--- src/rtl/mcrt_pkg.sv ---
package mcrt_pkg;
  localparam int DW     = 32;
  localparam int CTL_W  = 16;
  localparam int SEL_W  = 3;
  localparam int PRE_W  = 10;
  localparam int IE_BIT = 5;
  localparam int FL_BIT = 8;

  // terminal prescaler count for a divider code
  function automatic logic [PRE_W-1:0] pre_last(input logic [SEL_W-1:0] sel);
    logic [PRE_W:0] div;
    if (sel[2]) return '1;
    div = (PRE_W+1)'(4) << {sel[1:0], 1'b0};
    return PRE_W'(div - 1'b1);
  endfunction

  function automatic logic [DW-1:0] byte_merge(input logic [DW-1:0] old_v,
                                               input logic [DW-1:0] new_v,
                                               input logic [DW/8-1:0] be);
    logic [DW-1:0] r;
    r = old_v;
    for (int b = 0; b < DW/8; b++)
      if (be[b]) r[8*b +: 8] = new_v[8*b +: 8];
    return r;
  endfunction
endpackage

--- src/rtl/mcrt_prescaler.sv ---
module mcrt_prescaler
  import mcrt_pkg::*;
(
  input  logic             clk_i,
  input  logic             rst_ni,
  input  logic             run_i,
  input  logic [SEL_W-1:0] sel_i,
  output logic             tick_o
);
  logic [PRE_W-1:0] cnt_q;

  assign tick_o = run_i && (cnt_q >= pre_last(sel_i));

  always_ff @(posedge clk_i or negedge rst_ni) begin
    if (!rst_ni)                 cnt_q <= '0;
    else if (!run_i || tick_o)   cnt_q <= '0;
    else                         cnt_q <= cnt_q + 1'b1;
  end
endmodule

--- src/rtl/mcrt_channel.sv ---
module mcrt_channel
  import mcrt_pkg::*;
(
  input  logic             clk_i,
  input  logic             rst_ni,
  input  logic             run_i,
  input  logic             wr_rld_i,
  input  logic             wr_cnt_i,
  input  logic             wr_ctl_i,
  input  logic [DW/8-1:0]  be_i,
  input  logic [DW-1:0]    wdata_i,
  output logic [DW-1:0]    rld_o,
  output logic [DW-1:0]    cnt_o,
  output logic [CTL_W-1:0] ctl_o,
  output logic             tick_o,
  output logic             flag_o,
  output logic             ie_o,
  output logic             irq_o
);
  logic [DW-1:0]    rld_q, cnt_q;
  logic [SEL_W-1:0] sel_q;
  logic             ie_q, flag_q;
  logic             tick, under, clr;

  mcrt_prescaler u_pre (
    .clk_i  (clk_i),
    .rst_ni (rst_ni),
    .run_i  (run_i),
    .sel_i  (sel_q),
    .tick_o (tick)
  );

  assign under = tick && (cnt_q == '0);
  assign clr   = wr_ctl_i && be_i[1] && !wdata_i[FL_BIT];

  always_ff @(posedge clk_i or negedge rst_ni) begin
    if (!rst_ni) begin
      rld_q  <= '1;
      cnt_q  <= '1;
      sel_q  <= '0;
      ie_q   <= 1'b0;
      flag_q <= 1'b0;
    end else begin
      if (wr_rld_i) rld_q <= byte_merge(rld_q, wdata_i, be_i);
      if (wr_cnt_i)      cnt_q <= byte_merge(cnt_q, wdata_i, be_i);
      else if (under)    cnt_q <= rld_q;
      else if (tick)     cnt_q <= cnt_q - 1'b1;
      if (wr_ctl_i && be_i[0]) begin
        sel_q <= wdata_i[SEL_W-1:0];
        ie_q  <= wdata_i[IE_BIT];
      end
      flag_q <= under || (flag_q && !clr); // set wins
    end
  end

  always_comb begin
    ctl_o            = '0;
    ctl_o[SEL_W-1:0] = sel_q;
    ctl_o[IE_BIT]    = ie_q;
    ctl_o[FL_BIT]    = flag_q;
  end

  assign rld_o  = rld_q;
  assign cnt_o  = cnt_q;
  assign tick_o = tick;
  assign flag_o = flag_q;
  assign ie_o   = ie_q;
  assign irq_o  = flag_q && ie_q;
endmodule

--- src/rtl/mc_reload_timer.sv ---
module mc_reload_timer
  import mcrt_pkg::*;
#(
  parameter int NUM_CH = 3,
  parameter int ADDR_W = 6
) (
  input  logic              clk_i,
  input  logic              rst_ni,
  input  logic              req_i,
  input  logic              we_i,
  input  logic [ADDR_W-1:0] addr_i,
  input  logic [3:0]        be_i,
  input  logic [31:0]       wdata_i,
  output logic [31:0]       rdata_o,
  output logic [NUM_CH-1:0] irq_o
);
  localparam int WORD_W     = ADDR_W - 2;
  localparam int START_WORD = 1;
  localparam int BANK_BASE  = 2;
  localparam int BANK_WORDS = 3;

  function automatic logic [WORD_W-1:0] bank_word(input int ch, input int k);
    return WORD_W'(BANK_BASE + BANK_WORDS*ch + k);
  endfunction

  logic [WORD_W-1:0]           word;
  logic                        wr_en;
  logic [NUM_CH-1:0]           run_q;
  logic [NUM_CH-1:0]           wr_rld, wr_cnt, wr_ctl;
  logic [NUM_CH-1:0]           tick_w, flag_w, ie_w;
  logic [NUM_CH-1:0][DW-1:0]   rld_w, cnt_w;
  logic [NUM_CH-1:0][CTL_W-1:0] ctl_w;

  assign word  = addr_i[ADDR_W-1:2];
  assign wr_en = req_i && we_i && (addr_i[1:0] == 2'b00);

  always_ff @(posedge clk_i or negedge rst_ni) begin
    if (!rst_ni) run_q <= '0;
    else if (wr_en && word == WORD_W'(START_WORD) && be_i[0])
      run_q <= wdata_i[NUM_CH-1:0];
  end

  for (genvar n = 0; n < NUM_CH; n++) begin : g_ch
    assign wr_rld[n] = wr_en && (word == bank_word(n, 0));
    assign wr_cnt[n] = wr_en && (word == bank_word(n, 1));
    assign wr_ctl[n] = wr_en && (word == bank_word(n, 2));

    mcrt_channel u_ch (
      .clk_i    (clk_i),
      .rst_ni   (rst_ni),
      .run_i    (run_q[n]),
      .wr_rld_i (wr_rld[n]),
      .wr_cnt_i (wr_cnt[n]),
      .wr_ctl_i (wr_ctl[n]),
      .be_i     (be_i),
      .wdata_i  (wdata_i),
      .rld_o    (rld_w[n]),
      .cnt_o    (cnt_w[n]),
      .ctl_o    (ctl_w[n]),
      .tick_o   (tick_w[n]),
      .flag_o   (flag_w[n]),
      .ie_o     (ie_w[n]),
      .irq_o    (irq_o[n])
    );
  end

  always_comb begin
    rdata_o = '0;
    if (word == WORD_W'(START_WORD)) rdata_o[NUM_CH-1:0] = run_q;
    for (int n = 0; n < NUM_CH; n++) begin
      if (word == bank_word(n, 0)) rdata_o = rld_w[n];
      if (word == bank_word(n, 1)) rdata_o = cnt_w[n];
      if (word == bank_word(n, 2)) rdata_o = {16'h0, ctl_w[n]};
    end
  end
endmodule

--- config.mk ---
export PLATFORM = sky130hd
export DESIGN_NAME = mc_reload_timer
export DESIGN_NICKNAME = d
export VERILOG_FILES = /design/src/rtl/mcrt_pkg.sv /design/src/rtl/mcrt_prescaler.sv /design/src/rtl/mcrt_channel.sv /design/src/rtl/mc_reload_timer.sv
export SDC_FILE = /design/constraint.sdc
export NUM_CORES = 1
export LEC_CHECK = 0
export BUFFER_PORTS_ARGS = -buffer_cell sky130_fd_sc_hd__clkbuf_2
export CORE_MARGIN = 4
export CORE_UTILIZATION = 55
export DETAILED_ROUTE_END_ITERATION = 12
export PLACE_DENSITY = 0.76
export SKIP_CTS_REPAIR_TIMING = 1
export SLEW_MARGIN = 20
export SYNTH_ARGS = -nofsm -noshare
export SYNTH_HDL_FRONTEND = slang
export SYNTH_SLANG_ARGS = --single-unit
--- constraint.sdc ---
create_clock -name clk_i -period 2.9 [get_ports clk_i]
set_input_delay 0.58 -clock clk_i [delete_from_list [all_inputs] [get_ports clk_i]]
set_output_delay 0.58 -clock clk_i [all_outputs]
set_load 0.02 [all_outputs]
## Yosys cells after proc, flatten, opt, wreduce, memory -nomap -nowiden

Index checks and enable logic that the tools add are counted.

- Bits in registers: 240
- Bits of input ports: 46
- Output and inout bits: 35
- Logic and storage cells: 187

- $add $sub $neg: 9
- Order comparisons: 3
- Equality and inequality tests: 22
- Shift operators: 3
- Multiplexer cells: 35
- Reduce and logical (&&, ||, !) cells: 78

Operators by type and width:

| operator | number |
|---|---|
| $mux W32 | 18 |
| $logic_not A32 Y1 | 3 |
| $sub A32 B1 Y32 const B | 3 |
| $mux W10 | 9 |
| $reduce_and A2 Y1 | 24 |
| $logic_and A1 B1 Y1 | 34 |
| $mux W8 | 4 |
| $add A10 B1 Y10 const B | 3 |
| $ge A10 B10 Y1 | 3 |
| $shl A3 B3 Y10 const A | 3 |
| $sub A10 B1 Y10 const B | 3 |
| $ne A2 B2 Y1 const B | 12 |
| $eq A4 B3 Y1 const B | 4 |
| $eq A4 B4 Y1 const B | 3 |
| $reduce_bool A3 Y1 | 3 |
| $eq A4 B2 Y1 const B | 2 |
| $logic_not A1 Y1 | 7 |
| $logic_or A1 B1 Y1 | 6 |
| $eq A4 B1 Y1 const B | 1 |
| $mux W1 | 3 |
| $mux W3 | 1 |
| $logic_not A2 Y1 | 1 |

## Logic depth before layout (Yosys ltp)

- Word-level depth: 11
- Gate-level depth with buffers: 11
- Gate-level depth less buffers: 9

## Modules after synthesis

From an unflattened synthesis, not the netlist that was laid out.

- Cell total of the unflattened synthesis: 1737
- Area, all modules: 16305.6 um2

By module, submodules not included:

| module | times used | cells an instance | area an instance (um2) | sequential area each (um2) |
|---|---|---|---|---|
| mcrt_channel (g_ch[0].u_ch ...) | 2 | 377 | 3861.2 | 1806.7 |
| mcrt_channel (g_ch[2].u_ch) | 1 | 387 | 3976.3 | 1806.7 |
| mc_reload_timer | 1 | 380 | 2523.7 | 75.1 |
| mcrt_prescaler | 3 | 72 | 694.4 | 250.2 |

## Worst setup path after synthesis

No wires, ideal clock.

- Path type: input -> output
- From: input port addr_i[4]
- To: output port rdata_o[21]
- Data arrival time: 2.333 ns
- Required time: 2.320 ns
- Setup slack: -0.013 ns
- Stages: 7
- Buffers on the path: 4
- Cells stage by stage: clkbuf_1 -> nor4bb_1 -> clkbuf_1 -> clkbuf_1 -> clkbuf_1 -> a22oi_1 -> nand3_1

- Longest elaborated chain between the ends: 10
- Elaborated cells on any way between the ends: 18
- Classes of those cells: 9 x eq/ne; 9 x mux

RTL lines:

| element | line | text |
|---|---|---|
| from (decl) | mc_reload_timer.sv:11 | `input logic [ADDR_W-1:0] addr_i,` |
| $eq A4 B2 Y1 | mc_reload_timer.sv:71 | `if (word == bank_word(n, 0)) rdata_o = rld_w[n];` |
| $mux W32 | mc_reload_timer.sv:71 |  |
| $mux W32 | mc_reload_timer.sv:72 | `if (word == bank_word(n, 1)) rdata_o = cnt_w[n];` |
| $mux W32 | mc_reload_timer.sv:73 | `if (word == bank_word(n, 2)) rdata_o = {16'h0, ctl_w[n]};` |
| $mux W32 | mc_reload_timer.sv:71 |  |
| $mux W32 | mc_reload_timer.sv:72 |  |
| $mux W32 | mc_reload_timer.sv:73 |  |
| $mux W32 | mc_reload_timer.sv:71 |  |
| $mux W32 | mc_reload_timer.sv:72 |  |
| $mux W32 * | mc_reload_timer.sv:73 |  |
| to (decl) | mc_reload_timer.sv:14 | `output logic [31:0] rdata_o,` |

Every way passes the cells marked *; elsewhere a longest branch is shown, timed or not.

## Worst setup path after layout

- From: register g_ch[0].u_ch.cnt_q[8]
- To: output port rdata_o[8]

- Longest elaborated chain between the ends: 8

RTL lines:

| element | line | text |
|---|---|---|
| from (decl) | mcrt_channel.sv:20 | `logic [DW-1:0] rld_q, cnt_q;` |
| from (signal assigned) | mcrt_channel.sv:45 | `if (wr_cnt_i) cnt_q <= byte_merge(cnt_q, wdata_i, be_i);` |
| from (signal assigned) | mcrt_channel.sv:46 | `else if (under) cnt_q <= rld_q;` |
| from (signal assigned) | mcrt_channel.sv:47 | `else if (tick) cnt_q <= cnt_q - 1'b1;` |
| $mux W32 | mc_reload_timer.sv:72 |  |
| $mux W32 | mc_reload_timer.sv:73 |  |
| $mux W32 | mc_reload_timer.sv:71 |  |
| $mux W32 | mc_reload_timer.sv:72 |  |
| $mux W32 | mc_reload_timer.sv:73 |  |
| $mux W32 | mc_reload_timer.sv:71 |  |
| $mux W32 | mc_reload_timer.sv:72 |  |
| $mux W32 | mc_reload_timer.sv:73 |  |

No other way between the ends.

==> reports/metrics.yaml <==
status:
  run_status: "complete, no violations"
grt:
  antenna_found_initial: 3
  grtUsageTotal_pct: 34.4
  grt_max_degree: 78
  gr-total-overflow: 0
  use_met1_pct: 46.7
  grt_pass1_vias: 14200
  grt_pass1_wl_mm: 80.4
  grt_busiest_layer: "met2"
  met2_usage_pct: 52.9
  use_met3_pct: 5.90
worst_setup_path:
  crit_arrival_ns: 2.31
  required_ns: 2.32
  r2r_cells: 7
  regToRegEndpoint: "g_ch[0].u_ch.cnt_o[0]"
  worst_setup_path_start_kind: "flop"
  path_class: "flop to primary output"
  crit_fanout: 9
  reg2reg_from: "g_ch[0].u_ch.cnt_o[28]"
  worst-r2r-setup-slack_ns: 0.10
  cp-end-kind: "primary output"
cts:
  htree_levels: 1
  cts_tree: "built"
  cts_root_buffer: "clkbuf_16"
  clkLatencyLatePin_ns: 0.55
  path_clk_slew_ns: 0.06
  cts_sinks: 240
  numCtsBuffers: 28
  clock_path_buffers: 3
sta:
  setup_violations: 0
  rsz0062_at_grt: "true"
  min_period_ns: 2.89
  hold_violations: 0
  skew_ns: 0.0142
  period_share_pct: 99.5
  slew_violations: 0
  maxSlewHeadroom_pct: 51.3
  worst_pin_slew_ns: 0.730
  timing.fmax_mhz: 347
  fin_setup_tns_ns: 0
detailed_routing:
  route.vias.total: 14500
  drt_iter0_markers: 2031
  wl_mm: 51.9
  viasPerCell: 6.82
  detail_route.wl_per_cell_um: 24.3
  drc_errors: 0
  ant_nets: 0
  drtPass1Iterations: 7
layout:
  area_growth_pct: 18.4
  final_nets: 1849
  layout_commonest_cell: "nand2_1"
  n_fill_cell: 2128
  ff_latch_area_sq_um: 6250
  final_area_sq_um: 17600
  drive_gt1_share_pct: 33.5
  multi_input_area_sq_um: 8290
  final_cell_mix: "205 x nand2_1, 192 x dfstp_2, 138 x nor2_1, 114 x nand3_1, 112 x mux2_2"
synth:
  syn_inst: 1638
  ys_types: 76
  ys_seq_area_share_pct: 42.0
  synth_top_area_cell: "dfstp_2"
  synth-main-ff-cell: "dfstp_2"
  synth_area_sq_um: 14900
  ys_seq_elements: 240
  synth_async_sr_flop_share_pct: 100
  synth_area_per_cell_sq_um: 9.08
  yosysTopAreaCellShare_pct: 33.9
  yosysWarnings: 0
  synth_edf_count: 0
  synth_nets: 1711
  yosys-top-cells-area: "dfstp_2 34%, mux2_2 8.6%, dfrtp_1 8.1%"
power_and_ir_drop:
  powerDensity_nw_per_um2: 506
  cellLeakagePower_uw: 0.00762
  ir_drop_v: 0.000543
placed_design:
  gp_congestion: 0.982
  hpwl_mm: 37.4
  port_buffers: 80
  dpl_cell_area_sq_um: 16400
floorplanning:
  dieArea_sq_um: 29700
  start_util_pct: 56.4
  die_w_um: 172
  rows: 59
  fp.coreArea_sq_um: 26400
  fp.dieH_um: 172
  boundaryPins: 81
run:
  maxCapViolCount: 0
min_path:
  hold_path.class: "primary input to asynchronous set/reset pin"
==> flip-flops by register name, summed over array words and instances, names as in the netlist <==
signal and cells:
run_q 3, g_ch.u_ch.u_pre.cnt_q 30, g_ch.u_ch.cnt_o 96, g_ch.u_ch.rld_o 96, g_ch.u_ch.ie_o 3, g_ch.u_ch.sel_q 9
g_ch.u_ch.flag_o 3
==> routing by layer <==
metal / share of wire (%) / vias to the layer above
met5: 0.052 / -
met4: 6.4 / 4
met3: 10 / 239
met2: 45 / 925
met1: 39 / 7024
li1: - / 6352
==> kinds of logic after synthesis <==
group | synth area share, %
compound gates | 19.3
xor+xnor | 3.06
fa+ha+maj | 2.27
buf+inv | 3.16
flops | 42.0
mux | 8.90
simple gates | 21.3
==> stage by stage <==
stage / instances / power, uW / worst slack, ns / hold slack, ns / util [%]
final: 2133 / 8910 / 0.0149 / 0.0683 / 66.8
after global routing: 2133 / 9200 / -0.0348 / 0.0842 / 66.8
after CTS: 2125 / 8880 / -0.344 / 0.0573 / 66.2
after detailed placement: 2074 / 4940 / -0.320 / 0.452 / 62.3
after global placement: 2074 / 4900 / -0.215 / 0.444 / 62.3
after floorplan: 1638 / 4400 / 0.0768 / 0.284 / -
==> cells in the mapped netlist (14+ instances only) <==
cell type and number:
xnor2_1 32, nand2_1 206, or4_1 17, o21ai_0 96, and2_1 19, dfrtp_1 48
nand3_1 115, o221ai_1 16, a22oi_1 94, xor2_1 20, and3_1 22, mux2_2 113
a21oi_1 50, dfstp_2 192, o22ai_1 18, clkbuf_1 83, nor3_1 40, o31ai_1 14
nor2_1 143, ha_1 27, o211ai_1 22, nor4_1 18, inv_1 19
==> layout make-up <==
class,instances,area share (%)
multi-input cells,1282,47.1
flip-flops and latches,240,35.5
repair buffers,205,8.71
clock buffers,41,4.90
well taps,335,2.38
clock inverters,10,1.02
inverters,19,0.405
diodes,1,0.0142
==> report_power, final <==
part	switching [uW]	internal, uW
Clock	1470	2490
Combinational	714	436
Sequential	200	3600
==> worst max path at each step <==
stage	depth (start not counted)	startpoint	endpoint	slack, ns
final	6	g_ch[0].u_ch.cnt_o[8]	rdata_o[8]	0.01
after CTS	10	g_ch[2].u_ch.sel_q[1]	g_ch[2].u_ch.cnt_o[26]	-0.34
after floorplan	7	addr_i[4]	rdata_o[21]	0.08
after global routing	11	g_ch[1].u_ch.sel_q[2]	g_ch[1].u_ch.cnt_o[31]	-0.03
after global placement	10	g_ch[2].u_ch.sel_q[2]	g_ch[2].u_ch.cnt_o[26]	-0.22
after detailed placement	10	g_ch[2].u_ch.sel_q[1]	g_ch[2].u_ch.cnt_o[26]	-0.32
==> worst max-delay path, cell delays in order (launching register included) <==
cell	delay, ns
dfstp_2	0.63
mux2_2	0.22
a21oi_1	0.07
a211oi_1	0.38
o22ai_1	0.19
nand2_1	0.09
clkbuf_2	0.16
No activity file was read; power rests on OpenSTA's default activity.
